$ cat config.mk
export PLATFORM = sky130hd
export DESIGN_NAME = rx_rts_flow
export DESIGN_NICKNAME = d
export VERILOG_FILES = /design/src/rtl/rx_rts_flow_pkg.sv /design/src/rtl/rx_rts_thresh.sv /design/src/rtl/rx_rts_hyst.sv /design/src/rtl/rx_rts_irq.sv /design/src/rtl/rx_rts_flow.sv
export SDC_FILE = /design/constraint.sdc
export NUM_CORES = 1
export LEC_CHECK = 0
export CORE_AREA = 2 2 39 41
export DETAILED_ROUTE_END_ITERATION = 8
export DIE_AREA = 0 0 41 43
export DONT_BUFFER_PORTS = 1
export PLACE_DENSITY = 0.52
export SYNTH_ARGS = -nofsm -noshare
export SYNTH_HDL_FRONTEND = slang
export SYNTH_SLANG_ARGS = --single-unit
$ cat constraint.sdc
create_clock -name clk -period 1.38 [get_ports clk]
set_input_delay 0.207 -clock clk [delete_from_list [all_inputs] [get_ports clk]]
set_output_delay 0.207 -clock clk [all_outputs]
set_load 0.01 [all_outputs]
$ cat src/rtl/rx_rts_flow_pkg.sv
package rx_rts_flow_pkg;

  // Trigger level for a table row, derived from the queue depth.
  function automatic int unsigned trig_of(int unsigned depth, int unsigned row);
    case (row)
      0:       return depth / 4;
      1:       return depth / 2;
      2:       return (3 * depth) / 4;
      default: return (7 * depth) / 8;
    endcase
  endfunction

  // Pause threshold: the next row's trigger (the top row saturates).
  function automatic int unsigned pause_of(int unsigned depth, int unsigned row);
    return (row < 3) ? trig_of(depth, row + 1) : trig_of(depth, 3);
  endfunction

  // Resume threshold: the previous row's trigger (the bottom row resumes at empty).
  function automatic int unsigned resume_of(int unsigned depth, int unsigned row);
    return (row == 0) ? 0 : trig_of(depth, row - 1);
  endfunction

endpackage

$ cat src/rtl/rx_rts_thresh.sv
module rx_rts_thresh
  import rx_rts_flow_pkg::*;
#(
  parameter int unsigned DEPTH = 32,
  parameter int unsigned LVL_W = $clog2(DEPTH + 1)
) (
  input  logic [1:0]       sel,
  output logic [LVL_W-1:0] trig_lvl,
  output logic [LVL_W-1:0] pause_lvl,
  output logic [LVL_W-1:0] resume_lvl
);
  localparam int unsigned ROWS = 4;

  logic [LVL_W-1:0] trig_tab   [ROWS];
  logic [LVL_W-1:0] pause_tab  [ROWS];
  logic [LVL_W-1:0] resume_tab [ROWS];

  for (genvar i = 0; i < ROWS; i++) begin : g_row
    assign trig_tab[i]   = LVL_W'(trig_of(DEPTH, i));
    assign pause_tab[i]  = LVL_W'(pause_of(DEPTH, i));
    assign resume_tab[i] = LVL_W'(resume_of(DEPTH, i));
  end

  assign trig_lvl   = trig_tab[sel];
  assign pause_lvl  = pause_tab[sel];
  assign resume_lvl = resume_tab[sel];
endmodule

$ cat src/rtl/rx_rts_hyst.sv
module rx_rts_hyst #(
  parameter int unsigned LVL_W = 6
) (
  input  logic             clk,
  input  logic             rst_n,
  input  logic             auto_en,
  input  logic             sw_rts,
  input  logic [LVL_W-1:0] level,
  input  logic [LVL_W-1:0] pause_lvl,
  input  logic [LVL_W-1:0] resume_lvl,
  output logic             rts_n_nxt,
  output logic             rts_n_q
);
  logic auto_act;
  logic paused_q, paused_d;
  logic act_q;

  assign auto_act = auto_en & sw_rts;

  always_comb begin
    if (!auto_act)      paused_d = 1'b0;
    else if (!paused_q) paused_d = (level >= pause_lvl);
    else                paused_d = (level > resume_lvl);
  end

  assign rts_n_nxt = ~sw_rts | paused_d;

  always_ff @(posedge clk or negedge rst_n) begin
    if (!rst_n) begin
      paused_q <= 1'b0;
      rts_n_q  <= 1'b1;
      act_q    <= 1'b0;
    end else begin
      paused_q <= paused_d;
      rts_n_q  <= rts_n_nxt;
      act_q    <= auto_act;
    end
  end

  // reaching the pause threshold releases the pin
  p_pause_r4: assert property (@(posedge clk) disable iff (!rst_n)
    (auto_act && level >= pause_lvl) |=> rts_n_q);

  // draining to the resume threshold re-asserts the pin
  p_resume_r5: assert property (@(posedge clk) disable iff (!rst_n)
    (auto_act && level <= resume_lvl) |=> !rts_n_q);

  // inside the band the pin holds
  p_band_hold_r6: assert property (@(posedge clk) disable iff (!rst_n)
    (act_q && auto_act && level > resume_lvl && level < pause_lvl)
      |=> (rts_n_q == $past(rts_n_q)));

  // manual mode follows the software bit
  p_manual_r2: assert property (@(posedge clk) disable iff (!rst_n)
    !auto_en |=> (rts_n_q == !$past(sw_rts)));

  // without the software assert the pin is released
  p_need_sw_r7: assert property (@(posedge clk) disable iff (!rst_n)
    !sw_rts |=> rts_n_q);
endmodule

$ cat src/rtl/rx_rts_irq.sv
module rx_rts_irq (
  input  logic clk,
  input  logic rst_n,
  input  logic irq_en,
  input  logic rts_n_nxt,
  input  logic rts_n_q,
  output logic irq_q
);
  always_ff @(posedge clk or negedge rst_n) begin
    if (!rst_n) irq_q <= 1'b0;
    else        irq_q <= irq_en & rts_n_nxt & ~rts_n_q;
  end

  // a request only accompanies a fresh rise of the pin
  p_irq_on_rise_r8: assert property (@(posedge clk) disable iff (!rst_n)
    irq_q |-> (rts_n_q && !$past(rts_n_q)));

  // disabled interrupt stays quiet
  p_irq_gated_r9: assert property (@(posedge clk) disable iff (!rst_n)
    !irq_en |=> !irq_q);
endmodule

$ cat src/rtl/rx_rts_flow.sv
module rx_rts_flow #(
  parameter int unsigned DEPTH = 32,
  parameter int unsigned LVL_W = $clog2(DEPTH + 1)
) (
  input  logic             clk,
  input  logic             rst_n,
  input  logic [LVL_W-1:0] rx_level,
  input  logic [1:0]       trig_sel,
  input  logic             auto_rts_en,
  input  logic             sw_rts,
  input  logic             rts_irq_en,
  output logic             rts_n,
  output logic             trig_hit,
  output logic             rts_irq
);
  logic [LVL_W-1:0] trig_lvl, pause_lvl, resume_lvl;
  logic             rts_n_nxt;
  logic             hit_q;

  rx_rts_thresh #(.DEPTH(DEPTH), .LVL_W(LVL_W)) u_thresh (
    .sel        (trig_sel),
    .trig_lvl   (trig_lvl),
    .pause_lvl  (pause_lvl),
    .resume_lvl (resume_lvl)
  );

  rx_rts_hyst #(.LVL_W(LVL_W)) u_hyst (
    .clk        (clk),
    .rst_n      (rst_n),
    .auto_en    (auto_rts_en),
    .sw_rts     (sw_rts),
    .level      (rx_level),
    .pause_lvl  (pause_lvl),
    .resume_lvl (resume_lvl),
    .rts_n_nxt  (rts_n_nxt),
    .rts_n_q    (rts_n)
  );

  rx_rts_irq u_irq (
    .clk       (clk),
    .rst_n     (rst_n),
    .irq_en    (rts_irq_en),
    .rts_n_nxt (rts_n_nxt),
    .rts_n_q   (rts_n),
    .irq_q     (rts_irq)
  );

  always_ff @(posedge clk or negedge rst_n) begin
    if (!rst_n) hit_q <= 1'b0;
    else        hit_q <= (rx_level >= trig_lvl);
  end
  assign trig_hit = hit_q;

  // the trigger flag never precedes the trigger level
  p_hit_lvl_r3: assert property (@(posedge clk) disable iff (!rst_n)
    (rx_level < trig_lvl) |=> !trig_hit);
endmodule

==> results.txt <==
The total overflow left after global routing is 0. Of all cell types, the one taking the most synthesized area is ha_1. For this run, the top clock speed supported by timing is 0.792 GHz. The filler cells instantiated in the layout total 140. The run gives 1 as the count of H-tree levels built during CTS.

The final critical delay including setup and external delays is 1.26 ns. Compared with the post-synthesis result, the final layout area differs by 25.7%. The number of cells produced by synthesis was 36; the number of violations of the max-capacitance limit was 0. The first global-routing pass estimated 1210 um of wire. In the layout the commonest cells are ha_1, inv_1. The run gives 0.285 as the fraction of the yosys area taken by sequential cells.

Sorting the synthesized cells by area gives the leading types as ha_1, dfrtp_1, a221oi_4. The run gives 0 as the total count of hold-check failures in the final report. In the final timing run, aggregate negative setup slack is 0 ns.

The I/O pin count was 16. The pre-antenna-repair detailed-routing pass consisted of 2 iterations. Summed over all cells, the static leakage comes to 0.211 nW.

The critical path is of the in -> reg type. The count of nets after finishing is 64. The total wire length was 744 um; the area of the core was 0.00138 sq mm. The initial antenna violation count is 0, and the summed area of non-filler cells in the final layout is 447 sq um.

For the pin with the worst max-slew slack, the measured transition is 0.245 ns. The tools report the count of standard-cell rows as 14. The die covers 0.00176 sq mm.

The tools report the startpoint class of the critical path as an input pin. The per-instance average area after synthesis is 9.87 sq um. The run gives 322 as the number of global-route vias before repair. Clock tree synthesis selected as its root buffer the cell clkbuf_4. After synthesis the cells add up to 355 sq um.

Dividing the detail-routed wire length by the instance count gives 12.6 um. Setup violations remaining at the end of the flow were counted as 0. The fraction of post-synthesis cell area in the top cell type by area was 0.246. After clock tree synthesis, the repair step resized 0 gates. The logs give 297 for the via total after detailed routing and 0 for the number of slew-limit violations in the final report. The tools report the data arrival time of the worst path as 1.37 ns. The multi-input combinational cells in the finished layout cover a total of 255 sq um.

The total routing resource utilization after global routing was 0.113. The logs give 101 sq um for the footprint of the flip-flops and latches and 56 for the post-synth net total. Most common cell after layout, fill and taps aside: ha_1. The repair_antennas step left the layout with diodes totalling 0. For the remaining antenna violation count after routing, the log shows 0.

The congestion estimate from routability-driven global placement came to 0.662. The tools report the maximum ir drop on the vdd rail as 312 uV. The number of I/O port buffers works out to 0.

The run gives 410 sq um as the cell area after placement. The run gives 0.323 as the post-layout utilization of the core. The fraction of layout instances using a drive strength above 1 is 0.233. In this run the worst path has a maximum fanout of 4. The die span in y is 43 um.

After detailed routing, the number of remaining DRC violations is 0. The tightest slew margin relative to the limit was 0.837. TritonCTS built the clock tree. The tools report the kind of end point of the critical path as a flip-flop. In this run, distinct cell masters in the synthesized netlist total 18.

STA puts the critical path data required time at 1.49 ns. The ratio of final minimum period to clock period was 0.914. Across the routed clock network, the largest skew measured is 0.00765 ns.

The total of flip-flops plus latches after synthesis was 4. The worst min-delay path class is in -> reg. Number of vias per cell after detailed routing: 5.03.

Initial core utilization: 0.257. Detailed placement finished with a half-perimeter wire length of 629 um. The worst-case clock buffer depth is 2. The Yosys step of the flow raised 0 warnings.

The CTS clock-pin slew for the worst setup and hold paths is 0.04 ns. TritonCTS created 3 clock buffers. The run finished with clean final reports. Setup repair after global routing left no endpoint under its margin. For the number of sinks driven by the clock tree, the log shows 4.

The later pin in the worst-skew pair is clocked with a latency of 0.24 ns. Entering global routing, the biggest net connects 6 pins. The first routing iteration left 2 violations. Dividing total power by cell area gives a power density of 840 mW/mm^2. The die is 41 um wide.
metrics by stage:
stage          hold WS, ns  setup WS (ns)  power, mW  std cells
2_1_floorplan      -0.0886        -0.0682      0.198         36
3_3_place_gp       -0.0884         -0.117      0.215         54
3_5_place_dp       -0.0885         -0.133      0.216         54
4_1_cts             0.0178          0.111      0.388         59
5_1_grt             0.0103         0.0279      0.415         59
6_report            0.0281          0.118      0.375         59
what timing repair did:
action                                 CTS  global route
hold buffers                             1             0
setup buffers                            0             0
endpoints found under the hold margin    4             0
cell type report:
type	instances	area share
multi-input combinational	27	0.571
sequential	4	0.227
tap	16	0.0448
clock buffer	4	0.0588
inverter	5	0.0420
timing repair buffer	3	0.0560
cell usage after synthesis (all sizes together):
library cell	number
a21oi	1
nor2	3
o21ai	1
o21a	1
a2111o	1
nand4	1
ha	7
a221oi	1
a311o	1
inv	5
o32ai	1
dfrtp	3
or3	1
nor2b	4
nand2	3
and2	1
dfstp	1
critical path: stages:
cell	delay [ns]
nor2_4	0.12
ha_4	0.22
nor2b_4	0.12
a311o_1	0.30
a221oi_4	0.30
o32ai_1	0.11
per-layer routing:
layer	share of wire	global-route usage	vias up
li1	-	-	141
met1	0.37	0.0977	136
met2	0.50	0.169	18
met3	0.12	0.0524	2
met4	0.011	0.120	0
met5	0	0	-
cells by family (layout without fill, tap and decap cells):
family                     Yosys count  after routing  synth area share
buffers and inverters                5             12            0.0528
AOI/OAI and AO/OA                    7              7             0.208
adders and majority gates            7              7             0.246
and+or+nand+nor                     13             13             0.208
DFF                                  4              4             0.285
state kept, by name, summed over array words and instances (netlist names):
register         cells
u_hyst.paused_q      1
trig_hit             1
u_hyst.rts_n_q       1
u_irq.irq_q          1
path summary, 6_finish.rpt:
path	slack (ns)	to	from	depth (start not counted)
setup reg to reg	0.33	u_irq.irq_q$_DFF_PN0_	u_hyst.paused_q$_DFF_PN0_	3
min in group asynchronous	0.23	u_irq.irq_q$_DFF_PN0_	rst_n	1
hold / removal	0.03	u_hyst.rts_n_q$_DFF_PN1_	sw_rts	1
setup / recovery	0.12	u_irq.irq_q$_DFF_PN0_	trig_sel[0]	6
hold reg to reg	0.65	u_irq.irq_q$_DFF_PN0_	u_hyst.rts_n_q$_DFF_PN1_	1
max in group asynchronous	0.91	u_hyst.rts_n_q$_DFF_PN1_	rst_n	1
where the power goes:
part | switching, mW | internal [mW]
sequential | 0.00873 | 0.128
combinational | 0.0359 | 0.0443
clock | 0.0493 | 0.109
total | 0.0939 | 0.281
Power figures use the tool's default switching activity.
